### src/rtl/fbdiv_pkg.sv
package fbdiv_pkg;

    // width of the prescaler down counter (largest modulus minus one is 32)
    localparam int PCW = 6;

    typedef enum logic [2:0] {
        PS_DM2  = 3'd0,
        PS_DM4  = 3'd1,
        PS_DM8  = 3'd2,
        PS_DM16 = 3'd3,
        PS_DM32 = 3'd4,
        PS_FIX1 = 3'd5,
        PS_FIX2 = 3'd6,
        PS_FIX3 = 3'd7
    } ps_mode_e;

    // dual-modulus modes occupy the low five codes
    function automatic logic mode_is_dm(input logic [2:0] m);
        return (m <= 3'(PS_DM32));
    endfunction

    // base modulus: P for dual-modulus modes, F for fixed modes
    function automatic logic [PCW-1:0] mode_base(input logic [2:0] m);
        logic [PCW-1:0] r;
        case (ps_mode_e'(m))
            PS_DM2:  r = PCW'(2);
            PS_DM4:  r = PCW'(4);
            PS_DM8:  r = PCW'(8);
            PS_DM16: r = PCW'(16);
            PS_DM32: r = PCW'(32);
            PS_FIX1: r = PCW'(1);
            PS_FIX2: r = PCW'(2);
            default: r = PCW'(3);
        endcase
        return r;
    endfunction

endpackage

### src/rtl/fbdiv_cfg_sel.sv
module fbdiv_cfg_sel
    import fbdiv_pkg::*;
#(
    parameter int AW = 6,
    parameter int BW = 13
) (
    input  logic [2:0]     mode_i,
    input  logic [AW-1:0]  a_raw_i,
    input  logic [BW-1:0]  b_raw_i,
    output logic           dm_o,
    output logic [PCW-1:0] base_o,
    output logic [AW-1:0]  a_eff_o,
    output logic [BW-1:0]  b_eff_o,
    output logic           err_o
);

    logic [BW-1:0] a_ext;
    logic          a_over;

    always_comb begin
        dm_o    = mode_is_dm(mode_i);
        base_o  = mode_base(mode_i);
        b_eff_o = (b_raw_i == '0) ? BW'(1) : b_raw_i;
        a_ext   = BW'(a_raw_i);
        a_over  = (a_ext > b_eff_o);
        err_o   = dm_o && a_over;
        if (!dm_o) begin
            a_eff_o = '0;
        end else if (a_over) begin
            a_eff_o = AW'(b_eff_o);
        end else begin
            a_eff_o = a_raw_i;
        end
    end

endmodule

### src/rtl/fbdiv_prescaler.sv
module fbdiv_prescaler
    import fbdiv_pkg::*;
(
    input  logic           clk,
    input  logic           rst_n,
    input  logic           restart_i,
    input  logic [PCW-1:0] next_m1_i,
    output logic [PCW-1:0] pc_o,
    output logic           tick_o
);

    typedef struct packed {
        logic [PCW-1:0] pc;
    } ps_state_t;

    ps_state_t st_d, st_q;

    always_comb begin
        st_d   = st_q;
        tick_o = !restart_i && (st_q.pc == '0);
        if (restart_i || (st_q.pc == '0)) begin
            st_d.pc = next_m1_i;
        end else begin
            st_d.pc = st_q.pc - PCW'(1);
        end
    end

    always_ff @(posedge clk or negedge rst_n) begin
        if (!rst_n) begin
            st_q <= '0;
        end else begin
            st_q <= st_d;
        end
    end

    assign pc_o = st_q.pc;

endmodule

### src/rtl/fbdiv_swallow.sv
module fbdiv_swallow
    import fbdiv_pkg::*;
#(
    parameter int AW = 6,
    parameter int BW = 13
) (
    input  logic           clk,
    input  logic           rst_n,
    input  logic           restart_i,
    input  logic           tick_i,
    input  logic           new_dm_i,
    input  logic [PCW-1:0] new_base_i,
    input  logic [AW-1:0]  new_a_i,
    input  logic [BW-1:0]  new_b_i,
    input  logic           new_err_i,
    output logic           term_o,
    output logic [PCW-1:0] next_m1_o,
    output logic           pulse_o,
    output logic           err_o,
    output logic           act_dm_o,
    output logic [PCW-1:0] act_base_o,
    output logic [AW-1:0]  act_a_o,
    output logic [BW-1:0]  act_b_o,
    output logic [AW-1:0]  a_cnt_o,
    output logic [BW-1:0]  b_cnt_o
);

    typedef struct packed {
        logic           dm;
        logic [PCW-1:0] base;
        logic [AW-1:0]  a;
        logic [BW-1:0]  b;
        logic           err;
        logic [AW-1:0]  a_cnt;
        logic [BW-1:0]  b_cnt;
        logic           pulse;
    } sw_state_t;

    sw_state_t st_d, st_q;
    logic      last_step;

    always_comb begin
        st_d       = st_q;
        st_d.pulse = 1'b0;
        last_step  = (st_q.b_cnt == BW'(1));
        term_o     = tick_i && last_step;

        if (restart_i || term_o) begin
            st_d.dm    = new_dm_i;
            st_d.base  = new_base_i;
            st_d.a     = new_a_i;
            st_d.b     = new_b_i;
            st_d.err   = new_err_i;
            st_d.a_cnt = new_a_i;
            st_d.b_cnt = new_b_i;
            st_d.pulse = term_o;
        end else if (tick_i) begin
            st_d.b_cnt = st_q.b_cnt - BW'(1);
            if (st_q.a_cnt != '0) begin
                st_d.a_cnt = st_q.a_cnt - AW'(1);
            end
        end

        // modulus minus one for the step that starts after this edge
        if (st_d.dm && (st_d.a_cnt != '0)) begin
            next_m1_o = st_d.base;
        end else begin
            next_m1_o = st_d.base - PCW'(1);
        end
    end

    always_ff @(posedge clk or negedge rst_n) begin
        if (!rst_n) begin
            st_q.dm    <= 1'b1;
            st_q.base  <= PCW'(2);
            st_q.a     <= '0;
            st_q.b     <= BW'(1);
            st_q.err   <= 1'b0;
            st_q.a_cnt <= '0;
            st_q.b_cnt <= BW'(1);
            st_q.pulse <= 1'b0;
        end else begin
            st_q <= st_d;
        end
    end

    assign pulse_o    = st_q.pulse;
    assign err_o      = st_q.err;
    assign act_dm_o   = st_q.dm;
    assign act_base_o = st_q.base;
    assign act_a_o    = st_q.a;
    assign act_b_o    = st_q.b;
    assign a_cnt_o    = st_q.a_cnt;
    assign b_cnt_o    = st_q.b_cnt;

endmodule

### src/rtl/fbdiv_top.sv
module fbdiv_top
    import fbdiv_pkg::*;
#(
    parameter int AW = 6,
    parameter int BW = 13
) (
    input  logic          clk,
    input  logic          rst_n,
    input  logic          cnt_clr_i,
    input  logic          resync_i,
    input  logic [2:0]    mode_i,
    input  logic [AW-1:0] a_i,
    input  logic [BW-1:0] b_i,
    output logic          pulse_o,
    output logic          cfg_err_o
);

    typedef struct packed {
        logic boot;
    } top_state_t;

    top_state_t     st_d, st_q;
    logic           restart_w;
    logic           tick_w;
    logic           term_w;
    logic [PCW-1:0] pc_w;
    logic [PCW-1:0] next_m1_w;
    logic           new_dm_w;
    logic [PCW-1:0] new_base_w;
    logic [AW-1:0]  new_a_w;
    logic [BW-1:0]  new_b_w;
    logic           new_err_w;
    logic           act_dm_w;
    logic [PCW-1:0] act_base_w;
    logic [AW-1:0]  act_a_w;
    logic [BW-1:0]  act_b_w;
    logic [AW-1:0]  a_cnt_w;
    logic [BW-1:0]  b_cnt_w;

    // first cycle after reset loads the configuration like a restart
    always_comb begin
        st_d      = st_q;
        st_d.boot = 1'b0;
        restart_w = st_q.boot || cnt_clr_i || resync_i;
    end

    always_ff @(posedge clk or negedge rst_n) begin
        if (!rst_n) begin
            st_q.boot <= 1'b1;
        end else begin
            st_q <= st_d;
        end
    end

    fbdiv_cfg_sel #(.AW(AW), .BW(BW)) u_cfg (
        .mode_i  (mode_i),
        .a_raw_i (a_i),
        .b_raw_i (b_i),
        .dm_o    (new_dm_w),
        .base_o  (new_base_w),
        .a_eff_o (new_a_w),
        .b_eff_o (new_b_w),
        .err_o   (new_err_w)
    );

    fbdiv_prescaler u_pre (
        .clk       (clk),
        .rst_n     (rst_n),
        .restart_i (restart_w),
        .next_m1_i (next_m1_w),
        .pc_o      (pc_w),
        .tick_o    (tick_w)
    );

    fbdiv_swallow #(.AW(AW), .BW(BW)) u_sw (
        .clk        (clk),
        .rst_n      (rst_n),
        .restart_i  (restart_w),
        .tick_i     (tick_w),
        .new_dm_i   (new_dm_w),
        .new_base_i (new_base_w),
        .new_a_i    (new_a_w),
        .new_b_i    (new_b_w),
        .new_err_i  (new_err_w),
        .term_o     (term_w),
        .next_m1_o  (next_m1_w),
        .pulse_o    (pulse_o),
        .err_o      (cfg_err_o),
        .act_dm_o   (act_dm_w),
        .act_base_o (act_base_w),
        .act_a_o    (act_a_w),
        .act_b_o    (act_b_w),
        .a_cnt_o    (a_cnt_w),
        .b_cnt_o    (b_cnt_w)
    );

endmodule

### config.mk
export PLATFORM = sky130hd
export DESIGN_NAME = fbdiv_top
export DESIGN_NICKNAME = d
export VERILOG_FILES = /design/src/rtl/fbdiv_pkg.sv /design/src/rtl/fbdiv_cfg_sel.sv /design/src/rtl/fbdiv_prescaler.sv /design/src/rtl/fbdiv_swallow.sv /design/src/rtl/fbdiv_top.sv
export SDC_FILE = /design/constraint.sdc
export NUM_CORES = 1
export LEC_CHECK = 0
export CAP_MARGIN = 30
export CORE_ASPECT_RATIO = 2
export CORE_UTILIZATION = 45
export DETAILED_ROUTE_END_ITERATION = 7
export PLACE_DENSITY_LB_ADDON = 0.15
export SYNTH_ARGS = -nofsm -noshare
export SYNTH_HDL_FRONTEND = slang
export SYNTH_SLANG_ARGS = --single-unit
export TNS_END_PERCENT = 20
### constraint.sdc
create_clock -name clk -period 2.9 [get_ports clk]
set_input_delay 0.87 -clock clk [delete_from_list [all_inputs] [get_ports clk]]
set_output_delay 0.87 -clock clk [all_outputs]
set_load 0.1 [all_outputs]
After elaboration in Yosys (flattened, before gate mapping). Cells that the tools add are included.

Bits in registers: 54. Input port bits: 26. Output and inout port bits: 2. Word-level logic and storage cells: 50.

Add/subtract/negate cells: 4. Magnitude comparators: 2. Equal/unequal tests: 7. Muxes and demuxes: 11. Reductions and logical operators: 16.

Operators by type and width (number): 19-bit two-way mux (2); 6-bit case mux with 6 select lines (1); 6-bit two-way mux (5); 27-bit two-way mux (1); 6-bit by 1-bit subtractor with 6-bit output, second input constant (3); 13-bit by 1-bit equality test with 1-bit output, second input constant (1); 6-bit by 13-bit > comparator with 1-bit output (1); 13-bit zero test (1); 13-bit two-way mux (1); 13-bit by 1-bit subtractor with 13-bit output, second input constant (1); 6-bit nonzero test (2); 3-bit equality test, second input constant (3); 3-bit by 2-bit equality test with 1-bit output, second input constant (2); 6-bit zero test (1); 1-bit logical AND (4); 1-bit logical OR (4); 3-bit by 1-bit equality test with 1-bit output, second input constant (1); 3-bit <= comparator, second input constant (1); 3-bit zero test (1); 2-bit nonzero test (1); 2-bit OR reduction (1); 1-bit zero test (1); 1-bit two-way mux (1).

Depth between registers and ports, before layout. Gate-level depths: netlist (run 1).

Word-level depth: 11. Depth in mapped cells: 14. Mapped depth without buffers: 13.

Modules after synthesis. From an unflattened synthesis (run 1), not the netlist that was laid out.

Cells, all modules: 373. Area total of the unflattened synthesis: 3314.4 um2.

By module, submodules not included: fbdiv_swallow (times used 1, cells each 270, area an instance 2427.3 um2, seq. area each 1181.1 um2); fbdiv_cfg_sel (times used 1, cells each 69, area an instance 470.5 um2, seq. area each 0.0 um2); fbdiv_prescaler (times used 1, cells each 31, area an instance 380.4 um2, seq. area each 150.1 um2); fbdiv_top (times used 1, cells each 3, area an instance 36.3 um2, seq. area each 26.3 um2).

Worst setup path after synthesis (run 1). OpenSTA, ideal clock, no wires.

Path kind: input port to flip-flop. Start: input b_i[8]. End: register u_pre.st_q (netlist bit u_pre.pc_o[1]). Library setup time: 0.079 ns. Arrival: 3.589 ns. Data required time: 2.821 ns. Path slack: -0.769 ns. Cell stages on the path: 14. Path buffers: 1. Cells stage by stage: or4_4 > nor4_4 > a21o_2 > ha_1 > nand4_1 > o22a_1 > o211ai_2 > buf_6 > mux2i_1 > o2bb2ai_1 > nor2_4 > a31oi_4 > mux2_2 > mux2i_1.

RTL lines: start: declaration (RTL line fbdiv_top.sv:13) `input logic [BW-1:0] b_i,`; end signal: assignment (RTL line fbdiv_prescaler.sv:32) `st_q <= st_d;`; end: declaration (RTL line fbdiv_prescaler.sv:16) `ps_state_t st_d, st_q;`.

==> results.md, run 1 <==
- Start point of the worst hold path: u_sw.err_o$_DFFE_PN0N_
- Vias in the first global route: 2491
- CTS max path bufs: 2
- Residual overflow from global routing: 0
- Total Wirelength: about 7000 microns
- Clk slew on worst S/H paths: about 0.09 ns
- Die Ht: around 110 microns
- Crit-path max cell delay: 0.48 ns
- Hold Crit Class: flop to flop
- Via count: 2430
- Initial DRC count: between 50 and 60
- TritonCTS Buffers: 5
- Grt met1 use: a little over a quarter
- Synth area leaders: dfrtp_1, ha_1, dfstp_2
- First-pass GRT wire length: roughly 11000 microns
- Root buffer cell: clkbuf_8
- Failing checks: setup timing
- Worst path required time: about 3.1 ns
- Standard-cell rows: 37
- Status: complete, but fails checks
- Syn_nets: 313
- RSZ-0062 raised after global routing: true
- Peak VDD IR: around 0.45 mV
- PortBufs: 27
- Final GP Congestion: about 0.85
- Max Clock Skew: 0.01539 ns
- Kind of critical path: input pin to flop
- Global Route Usage Sum: 27.26%
- Setup-failing EPs final: 9
- Syn Area/Cell: 8.804 sq um
- Fin area: 3491 sq um
- Share of post-route cells with drive strength above 1: 32.16%
- Worst-path cell chain: clkdlybuf4s50_1 > nor4_4 > a21o_4 > ha_4 > nand2b_4 > a211oi_4 > o211ai_4 > mux2_4 > o32ai_4 > nor2_4 > a31oi_4 > buf_6 > nor3_2 > o31ai_1
- Crit-path slowest cell: clkdlybuf4s50_1
- Synthesized instance count: ~280
- Slew Viols, Final: 0
- Most frequent cells in the layout: buf_4, dfrtp_1, nand2_1
- Starting Density: between 40 and 50%
- Pwr Density: roughly 400 nW/um^2
- Post-route ant nets: 0
- Multi-input gate area: 1587 sq um
- Register area share after synthesis: a little over a third
- Asr flop ratio synth: between 90% and 100%
- CP startpoint: b_i[7]
- Core area: 5139 sq um
- Drt wl/cell: roughly 16 microns
- Vias per inst: 5.678
- Synth Cell Area: between 2000 and 2500 sq um
- Internal reg-to-reg setup slack: ~0.04 ns
- Antenna violations before repair: 0
- Largest area contributor in the netlist: dfrtp_1
- Synth cell types: 59
- Setup TNS: -4.214 ns
- Met3 Use GR: 5.772%
- Final period util: 125.4%
- LEAKAGE: ~0.0016 uW
- Startpoint Class: input pin
- Detailed-placement wirelength estimate: about 5200 microns
- First-pass DRT Iterations: 4
- Die span in x: around 54 microns
- Max_cap viols: 0
- Filler cell count in the final layout: between 400 and 500
- CTS tree: built
- Final hold viol count: 0
- Dpl cell area: around 3200 sq um
- Sequential Area: approximately 880 sq um
- CTS H-tree lvls: 2
- Post-synthesis register bit count: 35
- Number of nets in the layout: slightly above 400
- Area growth from synthesis to layout: 44.19%
- Met2 Track Usage GR: about 48%
- Largest net degree at the start of global routing: 36
- Clock sinks: 35
- Worst slack, placed: -1.353 ns
- Most used routing layer: met2
- Main synth FF type: dfrtp_1
- DRC errors left: 0
- Worst-path fanout max: 7
- Hold depth: 2
- WP data arrival: 3.84 ns
- Yosys top cell area share: 32.04%
- Die Area: between 5000 and 6000 sq um
- ANT cells: 0
- Fmax achieved: ~270 MHz
- Worst-skew pair later-pin latency: 0.31 ns
- EDFF count, synth: 0
- I/O pin count: 28
- Reg2reg path depth: 12
- Worst R2R Start: u_sw.b_cnt_o[0]$_DFFE_PN1P_
- Setup crit end kind: flop
- Most common cell after layout, fill and taps aside: buf_4
- Synth warn: 0
- Setup WS post-layout: -0.7374 ns
- Fin crit period: 3.637 ns
repair_timing:
action,4_1_cts,5_1_grt
buffers inserted,5,1
hold buffers,0,0
cloned,0,0
setup endpoints to repair,12,13
gates resized for setup,35,14
pin swaps,17,14
cell families (layout without fill, tap and decap cells):
group	after synthesis	in the layout	share of synthesized area, %
and+or+nand+nor	114	114	26.25
AOI/OAI and AO/OA	69	69	19.79
DFF	35	35	36.38
buffers and inverters	27	122	4.548
adders and majority gates	12	12	6.201
xor gates and xnor gates	10	10	3.618
muxes	7	7	3.049
other	1	1	0.1549
critical path: cells and delay by family:
kind,cells,cell delay [ns]
fa+ha+maj,1,0.11
simple gates,4,0.58
buf+inv,2,0.64
compound gates,6,1.27
mux,1,0.35
power breakdown:
| part | switching (uW) | leakage (uW) | internal [uW] | total [uW] |
|---|---|---|---|---|
| registers | 44.7 | 0.000429 | 537 | 582 |
| clock network | 198 | 0.0000402 | 167 | 365 |
| logic | 212 | 0.00110 | 212 | 425 |
| total | 455 | 0.00157 | 916 | 1370 |
path summary, 6_finish.rpt:
path                                                end
setup / recovery                u_pre.pc_o[3]$_DFF_PN0_
setup reg to reg                u_pre.pc_o[3]$_DFF_PN0_
hold / removal                   u_sw.err_o$_DFFE_PN0N_
max in group asynchronous  u_sw.act_base_o[1]$_DFF_PN1_
min in group asynchronous   u_sw.b_cnt_o[5]$_DFFE_PN0P_
hold reg to reg                  u_sw.err_o$_DFFE_PN0N_
per-stage QoR:
stage	power, uW	hold WS (ns)	util [%]	cells
after CTS	1368	0.4883	66.74	427
after global routing	1444	0.5457	67.93	428
after detailed placement	979.8	0.4687	62.77	414
after floorplan	804.1	0.4541	-	275
after global placement	972.8	0.4649	62.77	414
final	1372	0.4848	67.93	428
synthesized netlist by cell type (2+ instances only):
cell type	n
nor2_1	18
or3_1	6
inv_1	21
nor2b_1	2
nor4_1	5
o21a_1	2
a211oi_1	3
nand4_1	3
dfstp_2	4
xnor2_1	7
o22ai_1	5
clkbuf_1	4
nand3_1	6
nor3b_1	6
nand2b_1	5
a21oi_1	15
nor2_4	2
mux2i_1	4
o211ai_1	2
o31a_1	2
o31ai_1	2
dfrtp_1	31
mux2_2	3
xor2_1	3
o21ai_0	19
nor3_1	19
and4_1	2
a221o_1	5
nand2_1	28
ha_1	12
registers in the layout, summed over array words and instances (netlist names):
register	flops
u_sw.b_cnt_o	13
u_pre.pc_o	6
u_sw.a_cnt_o	6
u_sw.act_base_o	6
st_q	1
u_sw.act_dm_o	1
u_sw.err_o	1
u_sw.pulse_o	1
layer usage:
layer | vias up | share of wire, %
met2 | 46 | 56
li1 | 1194 | -
met4 | 0 | 4.1
met3 | 19 | 2.5
met5 | - | 0
met1 | 1171 | 38
final cells by class:
class                      count  area share [%]
tap                           58           2.079
sequential                    35           25.23
timing repair buffer          93           22.44
clock inverter                 3          0.5735
clock buffer                   5           1.971
inverter                      21           2.258
multi-input combinational    213           45.45
Power figures use the tool's default switching activity.
==> inputs of run 2 (changes only) <==
RECOVER_POWER = 100   (was not set)
==> run 2 against run 1 <==
Effect of this change: the run still ends with setup timing left; register-to-register slack lost 0.11 ns; first-iteration DRC count grew 16%; clock power is essentially flat; non-clock buffer count is the same; setup slack gained 0.0077 ns; clock skew is essentially flat; via count grew 0.33%; maximum frequency grew 0.21%; sequential power is essentially flat; final cell count is the same; sequential cell count is the same; combinational power shrank 0.9%; critical endpoint unchanged.
==> results.md, run 2 (same netlist as run 1, synthesis figures left out) <==
- Status: complete, but fails checks
- Failing checks: setup timing
- Die span in x: 53.87 microns (unchanged)
- Root buffer cell: clkbuf_8
- Startpoint Class: input pin
- Global Route Usage Sum: 27.26% (unchanged)
- Max reg flops: 13 (unchanged)
- LEAKAGE: 0.001551 uW (-1.4%)
- Peak VDD IR: 0.4499 mV (about the same)
- Final GP Congestion: 0.8470 (unchanged)
- Slew Viols, Final: 0 (unchanged)
- Worst path required time: 3.10 ns (about the same)
- Hold WS: 0.4814 ns (-0.003388 ns)
- Clock sinks: 35 (unchanged)
- Slew HR: between 20% and 30%
- Residual overflow from global routing: 0 (unchanged)
- Die Area: 5695 sq um (unchanged)
- DRC errors left: 0 (unchanged)
- Pwr Density: 395.7 nW/um^2 (+0.72%)
- R2r endpoint: u_pre.pc_o[3]$_DFF_PN0_
- Crit-path slowest cell: clkdlybuf4s50_1
- Setup WS post-layout: -0.7298 ns (+0.007650 ns)
- Drt wl/cell: 16.31 microns (about the same)
- Post-route ant nets: 0 (unchanged)
- Share of post-route cells with drive strength above 1: 30.54% (-1.6 points)
- Vias per inst: 5.696 (+0.33%)
- Hold Crit Class: flop to flop
- Detailed-placement wirelength estimate: 5160 microns (unchanged)
- Standard-cell rows: 37 (unchanged)
- First-pass GRT wire length: 11120 microns (unchanged)
- Most frequent cells in the layout: buf_4, dfrtp_1, nand2_1
- Largest net degree at the start of global routing: 36 (unchanged)
- Most common cell after layout, fill and taps aside: buf_4
- Crit-path max cell delay: 0.45 ns (-0.03 ns)
- ANT cells: 0 (unchanged)
- First-pass DRT Iterations: 4 (unchanged)
- Worst R2R Start: u_sw.b_cnt_o[0]$_DFFE_PN1P_
- PortBufs: 27 (unchanged)
- Delay-heaviest family, CP: compound AO/OA/AOI/OAI gates
- Final period util: 125.2% (-0.26 points)
- Setup TNS: -4.169 ns (+0.04577 ns)
- Max Clock Skew: 0.01527 ns (-0.0001172 ns)
- Via count: 2438 (+0.33%)
- Total Wirelength: 6982 microns (about the same)
- RSZ-0062 raised after global routing: true
- Hold depth: 2 (unchanged)
- CP startpoint: b_i[4]
- Final hold viol count: 0 (unchanged)
- Die Ht: 105.7 microns (unchanged)
- Setup-failing EPs final: 9 (unchanged)
- WP data arrival: 3.83 ns (about the same)
- Start point of the worst hold path: u_sw.err_o$_DFFE_PN0N_
- Max_cap viols: 0 (unchanged)
- Setup crit end kind: flop
- CTS tree: built
- Worst-skew pair later-pin latency: 0.31 ns (about the same)
- Hold path endpoint: u_sw.err_o$_DFFE_PN0N_
- Fmax achieved: 275.5 MHz (+0.21%)
- TritonCTS Buffers: 5 (unchanged)
- Vias in the first global route: 2491 (unchanged)
- CTS max path bufs: 2 (unchanged)
- Antenna violations before repair: 0 (unchanged)
- Worst-path fanout max: 7 (unchanged)
- Crit path buf inv count: 3 (+1)
- Area growth from synthesis to layout: 42.84%
- Worst-path cell chain: clkdlybuf4s50_1 > inv_1 > and4_4 > a21o_4 > ha_4 > nand2b_4 > a211oi_4 > o211ai_4 > mux2_4 > o32ai_4 > nor2_4 > a31oi_4 > buf_6 > nor3_2 > o31ai_1
- Number of nets in the layout: 407 (unchanged)
- Starting Density: 47.11% (unchanged)
- Initial DRC count: 64 (+16%)
- I/O pin count: 28 (unchanged)
- Worst slew pin tran: around 1.2 ns
- Core area: 5139 sq um (unchanged)
- CTS H-tree lvls: 2 (unchanged)
- Fin util: 67.30% (-0.63 points)
- Reg2reg path depth: 12 (unchanged)
- Clk slew on worst S/H paths: 0.09 ns (about the same)
- Internal reg-to-reg setup slack: -0.07 ns (-0.11 ns)
- Kind of critical path: input pin to flop
- Fin crit period: 3.630 ns (-0.007650 ns)
- Hold Buf Count CTS: 0 (unchanged)
[run 2: cell type report]
class	count	area, sq um
flip-flops and latches	35	880.8
multi-input cells	213	1583
well taps	58	72.57
clock buffers	5	68.82
clock inverters	3	20.02
fillers	446	1680
inverters	21	78.83
repair buffers	93	754.5
[run 2: power by group]
| group | internal [uW] | switching, uW | total (uW) | leakage [uW] |
|---|---|---|---|---|
| sequential | 537 | 44.6 | 581 | 0.000429 |
| combinational | 209 | 212 | 421 | 0.00108 |
| clock | 167 | 199 | 366 | 0.0000402 |
| total | 913 | 456 | 1370 | 0.00155 |
[run 2: worst max-delay path by stage]
stage                                    to  slack, ns  cells after the start
floorplan           u_pre.pc_o[1]$_DFF_PN0_      -0.68                     14
global placement    u_pre.pc_o[1]$_DFF_PN0_      -1.28                     14
detailed placement  u_pre.pc_o[1]$_DFF_PN0_      -1.35                     15
CTS                 u_pre.pc_o[4]$_DFF_PN0_      -0.73                     16
global route        u_pre.pc_o[3]$_DFF_PN0_      -0.83                     15
finish              u_pre.pc_o[3]$_DFF_PN0_      -0.73                     15
[run 2: worst register-to-register path: cells and delay by family, from the launching register on]
family | cells | cell delay, ns
fa+ha+maj | 1 | 0.16
buf+inv | 2 | 0.36
flops | 1 | 0.57
compound gates | 4 | 1.19
simple gates | 5 | 0.61
[run 2: timing repair]
item                                    CTS  global route
buffers inserted                          5             1
pin swaps                                17            14
endpoints found under the setup margin   12            13
gates cloned                              0             0
resized for setup                        35            14
[run 2: layer usage]
metal  share of wire, %  routed length (microns)  up-vias  global-route usage (%)
met4                4.1                      289        0                   16.17
met3                2.3                      164       19                   5.772
met1                 38                     2639     1183                   27.04
met2                 56                     3888       46                   47.97
met5                  0                        0        -                       0
li1                   -                        -     1190                       -
[run 2: through the flow]
stage | setup WS [ns] | area, sq um | total power [uW] | std cells
after detailed placement | -1.353 | 3226 | 979.8 | 414
after CTS | -0.7305 | 3430 | 1368 | 427
after global routing | -0.8334 | 3458 | 1440 | 428
after global placement | -1.281 | 3226 | 972.8 | 414
after floorplan | -0.6812 | 2469 | 804.1 | 275
final | -0.7298 | 3458 | 1369 | 428
